==> config.mk <==
export PLATFORM = sky130hd
export DESIGN_NAME = dly_pulse_timer
export DESIGN_NICKNAME = d
export VERILOG_FILES = /design/src/rtl/dpt_pkg.sv /design/src/rtl/dpt_trig_sel.sv /design/src/rtl/dpt_down_cnt.sv /design/src/rtl/dly_pulse_timer.sv
export SDC_FILE = /design/constraint.sdc
export NUM_CORES = 1
export LEC_CHECK = 0
export BUFFER_PORTS_ARGS = -buffer_cell sky130_fd_sc_hd__buf_2
export CORE_MARGIN = 1
export CORE_UTILIZATION = 50
export CTS_CLUSTER_SIZE = 12
export DETAILED_ROUTE_END_ITERATION = 10
export HOLD_SLACK_MARGIN = 0.1
export PLACE_DENSITY = 0.76
export SYNTH_ARGS = -nofsm -noshare
export SYNTH_HDL_FRONTEND = slang
export SYNTH_SLANG_ARGS = --single-unit
export TNS_END_PERCENT = 20
==> constraint.sdc <==
create_clock -name clk -period 2.9 [get_ports clk]
set_input_delay 0.29 -clock clk [delete_from_list [all_inputs] [get_ports clk]]
set_output_delay 0.29 -clock clk [all_outputs]
set_load 0.01 [all_outputs]
==> src/rtl/dpt_pkg.sv <==
package dpt_pkg;
    typedef enum logic [2:0] {
        ST_IDLE   = 3'd0,
        ST_WAIT   = 3'd1,
        ST_DELAY  = 3'd2,
        ST_ACTIVE = 3'd3,
        ST_DONE   = 3'd4
    } tmr_state_e;
endpackage

==> src/rtl/dpt_trig_sel.sv <==
module dpt_trig_sel #(
    parameter int NUM_SRC = 4,
    parameter int SEL_W   = $clog2(NUM_SRC)
) (
    input  logic               clk,
    input  logic               rst_n,
    input  logic [NUM_SRC-1:0] src_i,
    input  logic [SEL_W-1:0]   sel_i,
    input  logic               pol_i,
    output logic               edge_o
);
    logic lvl;
    logic lvl_q;

    // Normalise the chosen line so that a start is always a rising change.
    always_comb begin
        lvl = 1'b0;
        for (int i = 0; i < NUM_SRC; i++) begin
            if (sel_i == SEL_W'(i)) lvl = src_i[i] ^ pol_i;
        end
    end

    always_ff @(posedge clk or negedge rst_n) begin
        if (!rst_n) lvl_q <= 1'b0;
        else        lvl_q <= lvl;
    end

    assign edge_o = lvl & ~lvl_q;
endmodule

==> src/rtl/dpt_down_cnt.sv <==
module dpt_down_cnt #(
    parameter int CNT_W = 32
) (
    input  logic             clk,
    input  logic             rst_n,
    input  logic             load_i,
    input  logic [CNT_W-1:0] load_val_i,
    input  logic             dec_i,
    output logic             zero_o
);
    logic [CNT_W-1:0] cnt_q;

    always_ff @(posedge clk or negedge rst_n) begin
        if (!rst_n)     cnt_q <= '0;
        else if (load_i) cnt_q <= load_val_i;
        else if (dec_i)  cnt_q <= cnt_q - 1'b1;
    end

    assign zero_o = (cnt_q == '0);
endmodule

==> src/rtl/dly_pulse_timer.sv <==
module dly_pulse_timer
    import dpt_pkg::*;
#(
    parameter int NUM_SRC = 4,
    parameter int CNT_W   = 32
) (
    input  logic                       clk,
    input  logic                       rst_n,
    input  logic                       timer_rst,
    input  logic [NUM_SRC-1:0]         src_i,
    input  logic [$clog2(NUM_SRC)-1:0] sel_i,
    input  logic                       pol_i,
    input  logic [CNT_W-1:0]           delay_i,
    input  logic [CNT_W-1:0]           dur_i,
    output logic                       active_o,
    output logic                       end_o,
    output logic [2:0]                 status_o
);
    localparam int SEL_W = $clog2(NUM_SRC);

    tmr_state_e       state_q, state_d;
    logic             trig;
    logic             cnt_zero;
    logic             cnt_load;
    logic             cnt_dec;
    logic [CNT_W-1:0] cnt_val;
    logic             active_q;
    logic             end_q;

    dpt_trig_sel #(.NUM_SRC(NUM_SRC), .SEL_W(SEL_W)) u_trig (
        .clk    (clk),
        .rst_n  (rst_n),
        .src_i  (src_i),
        .sel_i  (sel_i),
        .pol_i  (pol_i),
        .edge_o (trig)
    );

    dpt_down_cnt #(.CNT_W(CNT_W)) u_cnt (
        .clk        (clk),
        .rst_n      (rst_n),
        .load_i     (cnt_load),
        .load_val_i (cnt_val),
        .dec_i      (cnt_dec),
        .zero_o     (cnt_zero)
    );

    // Next state and counter control.
    always_comb begin
        state_d  = state_q;
        cnt_load = 1'b0;
        cnt_dec  = 1'b0;
        cnt_val  = '0;
        unique case (state_q)
            ST_IDLE:   state_d = ST_WAIT;
            ST_WAIT: begin
                if (trig) begin
                    if (delay_i != '0) begin
                        state_d  = ST_DELAY;
                        cnt_load = 1'b1;
                        cnt_val  = delay_i - 1'b1;
                    end else if (dur_i != '0) begin
                        state_d  = ST_ACTIVE;
                        cnt_load = 1'b1;
                        cnt_val  = dur_i - 1'b1;
                    end else begin
                        state_d  = ST_DONE;
                    end
                end
            end
            ST_DELAY: begin
                if (cnt_zero) begin
                    if (dur_i != '0) begin
                        state_d  = ST_ACTIVE;
                        cnt_load = 1'b1;
                        cnt_val  = dur_i - 1'b1;
                    end else begin
                        state_d  = ST_DONE;
                    end
                end else begin
                    cnt_dec = 1'b1;
                end
            end
            ST_ACTIVE: begin
                if (cnt_zero) state_d = ST_DONE;
                else          cnt_dec = 1'b1;
            end
            ST_DONE:   state_d = ST_DONE;
            default:   state_d = ST_IDLE;
        endcase
        if (timer_rst) begin
            state_d  = ST_IDLE;
            cnt_load = 1'b0;
            cnt_dec  = 1'b0;
        end
    end

    // State register.
    always_ff @(posedge clk or negedge rst_n) begin
        if (!rst_n) state_q <= ST_IDLE;
        else        state_q <= state_d;
    end

    // Output register.
    always_ff @(posedge clk or negedge rst_n) begin
        if (!rst_n) begin
            active_q <= 1'b0;
            end_q    <= 1'b0;
        end else begin
            active_q <= (state_d == ST_ACTIVE);
            end_q    <= (state_d == ST_DONE) && (state_q != ST_DONE);
        end
    end

    assign active_o = active_q;
    assign end_o    = end_q;
    assign status_o = state_q;
endmodule

==> impl_metrics.env <==
export IMPL_clk_pin_slew_ps=80
export IMPL_worstPathRequired_ps=3120
export IMPL_tightestPinTransition_ps=851
export IMPL_rows=32
export IMPL_reg2reg_depth=11
export IMPL_drive_gt1_share_pct=32.0
export IMPL_syn_to_final_growth_pct=39.1
export IMPL_remaining_drc_errors=0
export IMPL_synthFlopType="dfrtp_1"
export IMPL_p_leak_nw=2.33
export IMPL_fin_ws_ps=-82.0
export IMPL_grt_start_max_net_pins=39
export IMPL_die_height_um=91.7
export IMPL_path_cells="inv_1 > ha_1 > nor4b_1 > nand4_1 > nor3_4 > a21oi_2 > buf_4 > o311ai_0 > o31ai_2 > buf_4 > a22oi_2"
export IMPL_vias=5061
export IMPL_report_final_slew_viol_count=0
export IMPL_cts_tree="built"
export IMPL_drt_iter0_markers=561
export IMPL_startpoint_type="flip-flop"
export IMPL_cts_buffer_depth=2
export IMPL_start_util_pct=51.8
export IMPL_io_buffer_count=78
export IMPL_finalWirelength_mm=14.6
export IMPL_cpPeakStageDelay_ps=640
export IMPL_dp_cells=789
export IMPL_rsz0062_at_grt="yes"
export IMPL_status="finished with violations"
export IMPL_synth_nets=613
export IMPL_post_route_period_util_pct=103
export IMPL_path_class="reg -> reg"
export IMPL_gp_congestion=1.00
export IMPL_clock_latency_ps=300
export IMPL_synth_seq_cells=38
export IMPL_final_util_pct=72.1
export IMPL_nets=782
export IMPL_synth_async_reset_ratio_pct=100
export IMPL_ctsHoldBuffers=0
export IMPL_synth_area_sq_um=4030
export IMPL_grt_antenna_before_repair=0
export IMPL_die_w_um=91.7
export IMPL_ys_warn_count=0
export IMPL_grt_use_total_pct=34.7
export IMPL_violations="negative setup slack"
export IMPL_die_area_sq_um=8410
export IMPL_cts_made_buffers=5
export IMPL_wl_per_cell_um=18.1
export IMPL_via_per_inst=6.29
export IMPL_syn_area_per_cell_sq_um=7.55
export IMPL_clock_skew_ps=5.32
export IMPL_relSlewSlack_pct=43.3
export IMPL_endpoint_kind="flip-flop"
export IMPL_dp_worst_setup_slack_ps=-343
export IMPL_hold_viol_final=0
export IMPL_grt_pass1_wl_mm=23.1
export IMPL_drtAntennaViolNets=0
export IMPL_finish_instance_area_sq_um=5600
export IMPL_core_area_sq_um=7770
export IMPL_cp_common_cell="buf_4"
export IMPL_ys_seq_area_share_pct=23.6
export IMPL_grt_pass1_vias=4694
export IMPL_critPathArrivalTime_ps=3200
export IMPL_cts_sinks=38
export IMPL_cts_root_buf="clkbuf_8"
export IMPL_fin_cells=805
export IMPL_p_total_w=0.00267
export IMPL_n_antenna_cell=0
export IMPL_setup_viol=8
export IMPL_cts_max_level=2
export IMPL_synth_edff_count=0
export IMPL_synth_cells=533
export IMPL_dpl_instance_area_sq_um=5230
export IMPL_min_period_ps=2980
export IMPL_hp_class="in -> async"
export IMPL_peakVddDrop_mv=0.227
export IMPL_max_freq_mhz=335
export IMPL_worst_path_max_fanout=5
export IMPL_overflow=0
export IMPL_ys_types=66
export IMPL_drv_cap=0
export IMPL_dr_pass1_iters=6
export IMPL_hpwl_mm=11.2
export IMPL_power_density_nw_per_um2=477
export IMPL_ios=79
export IMPL_cp_slowest_cell="o311ai_0"
[cells in the mapped netlist (all sizes together), types with 2 or more instances]
library cell / n / area share (%)
nor2: 56 / 5.2
nand2: 41 / 3.8
dfrtp: 38 / 24
a21oi: 32 / 4.0
nor3: 30 / 4.0
xnor2: 29 / 6.3
nor4: 26 / 4.4
xor2: 26 / 5.7
inv: 25 / 2.3
o21ai: 22 / 2.8
nand3: 19 / 2.4
o211ai: 16 / 3.0
a211oi: 15 / 2.8
or3: 15 / 2.3
clkbuf: 13 / 1.2
buf: 12 / 1.7
or4: 12 / 2.4
nand4: 11 / 1.7
o31ai: 9 / 1.7
a221oi: 8 / 1.9
and2: 7 / 1.1
nand2b: 7 / 1.1
ha: 6 / 1.9
a21o: 5 / 0.93
a22oi: 4 / 0.87
and3: 4 / 0.62
o22ai: 4 / 0.62
a221o: 3 / 0.75
nor2b: 3 / 0.47
nor4b: 3 / 0.65
a211o: 2 / 0.44
a22o: 2 / 0.44
a2bb2oi: 2 / 0.44
a32oi: 2 / 0.44
and4: 2 / 0.44
nand3b: 2 / 0.37
o221ai: 2 / 0.44
o2bb2ai: 2 / 0.44
o41ai: 2 / 0.90
[where the power goes]
part / switching [W] / total (W) / internal, W / leakage, nW
clock network: 0.000192 / 0.000432 / 0.000240 / 0.0575
registers: 0.000145 / 0.000874 / 0.000729 / 0.454
logic: 0.000695 / 0.00136 / 0.000669 / 1.82
[final cells by class]
type                       instances  area (sq um)
sequential                        38           951
tap                              102           128
timing repair buffer             187          1330
clock buffer                       8           110
inverter                          25          96.3
multi-input combinational        445          2990
fill                             611          2170
[per-stage QoR]
stage	setup TNS [ps]	hold slack [ps]
after floorplan	0	-5.59
after global placement	-3290	441
after detailed placement	-5430	448
after CTS	-67.3	127
after global routing	-1690	161
final	-325	99.5
[repair_timing]
item                                    4_1_cts  5_1_grt
gates resized for setup                      20       14
hold endpoints to repair                      0        0
setup buffers                                 0        7
cloned                                        0        1
endpoints found under the setup margin       31       31
pin swaps                                     4        2
[cells in the final DEF, fill, tap and decap left out, types with 7 or more instances in the layout]
master,n
a211oi_1,13
xor2_1,26
xnor2_1,29
nand4_1,11
nor3_1,27
o21ai_0,19
dfrtp_1,38
nand2_1,40
o211ai_1,16
nor4_1,24
a21oi_1,30
buf_4,98
inv_1,24
or4_1,9
or3_1,13
clkbuf_8,8
nor2_1,56
buf_2,78
nand3_1,19
nand2b_1,7
[worst max-delay path, delay by kind of cell, from the launching register on]
kind | cells | cell delay, ps
and+or+nand+nor | 3 | 900
buffers and inverters | 3 | 430
AOI/OAI and AO/OA | 4 | 1030
adders and majority gates | 1 | 160
DFF | 1 | 380
[logic make-up (layout without fill, tap and decap cells)]
group | after synthesis | count (layout) | share of synthesized area (%)
simple gates | 244 | 244 | 32.4
buf+inv | 50 | 220 | 5.28
flops | 38 | 38 | 23.6
xor+xnor | 55 | 55 | 12.0
mux | 1 | 1 | 0.559
compound gates | 139 | 139 | 24.3
fa+ha+maj | 6 | 6 | 1.87
[routing by layer]
metal / track usage [%] / vias to the layer above / wire [um]
met1: 46.5 / 2355 / 6110
met3: 6.22 / 37 / 1360
met5: 0 / - / 0
li1: - / 2346 / -
met4: 10.3 / 0 / 377
met2: 57.0 / 323 / 6760
[path summary, 6_finish.rpt]
| check | start | end | slack (ps) |
|---|---|---|---|
| max | u_cnt.cnt_q[0] | u_cnt.cnt_q[2] | -80 |
| min | rst_n | u_cnt.cnt_q[4] | 100 |
| max reg2reg | u_cnt.cnt_q[0] | u_cnt.cnt_q[2] | -80 |
| min reg2reg | u_cnt.cnt_q[9] | u_cnt.cnt_q[9] | 550 |
| max in group asynchronous | rst_n | u_cnt.cnt_q[22] | 2260 |
| min in group clk | pol_i | u_trig.lvl_q | 230 |
[registers in the layout, indices dropped and copies added (netlist names)]
| signal | count |
|---|---|
| u_cnt.cnt_q | 32 |
| status_o | 3 |
| active_o | 1 |
| u_trig.lvl_q | 1 |
| end_o | 1 |
(Power assumes the default switching activity.)
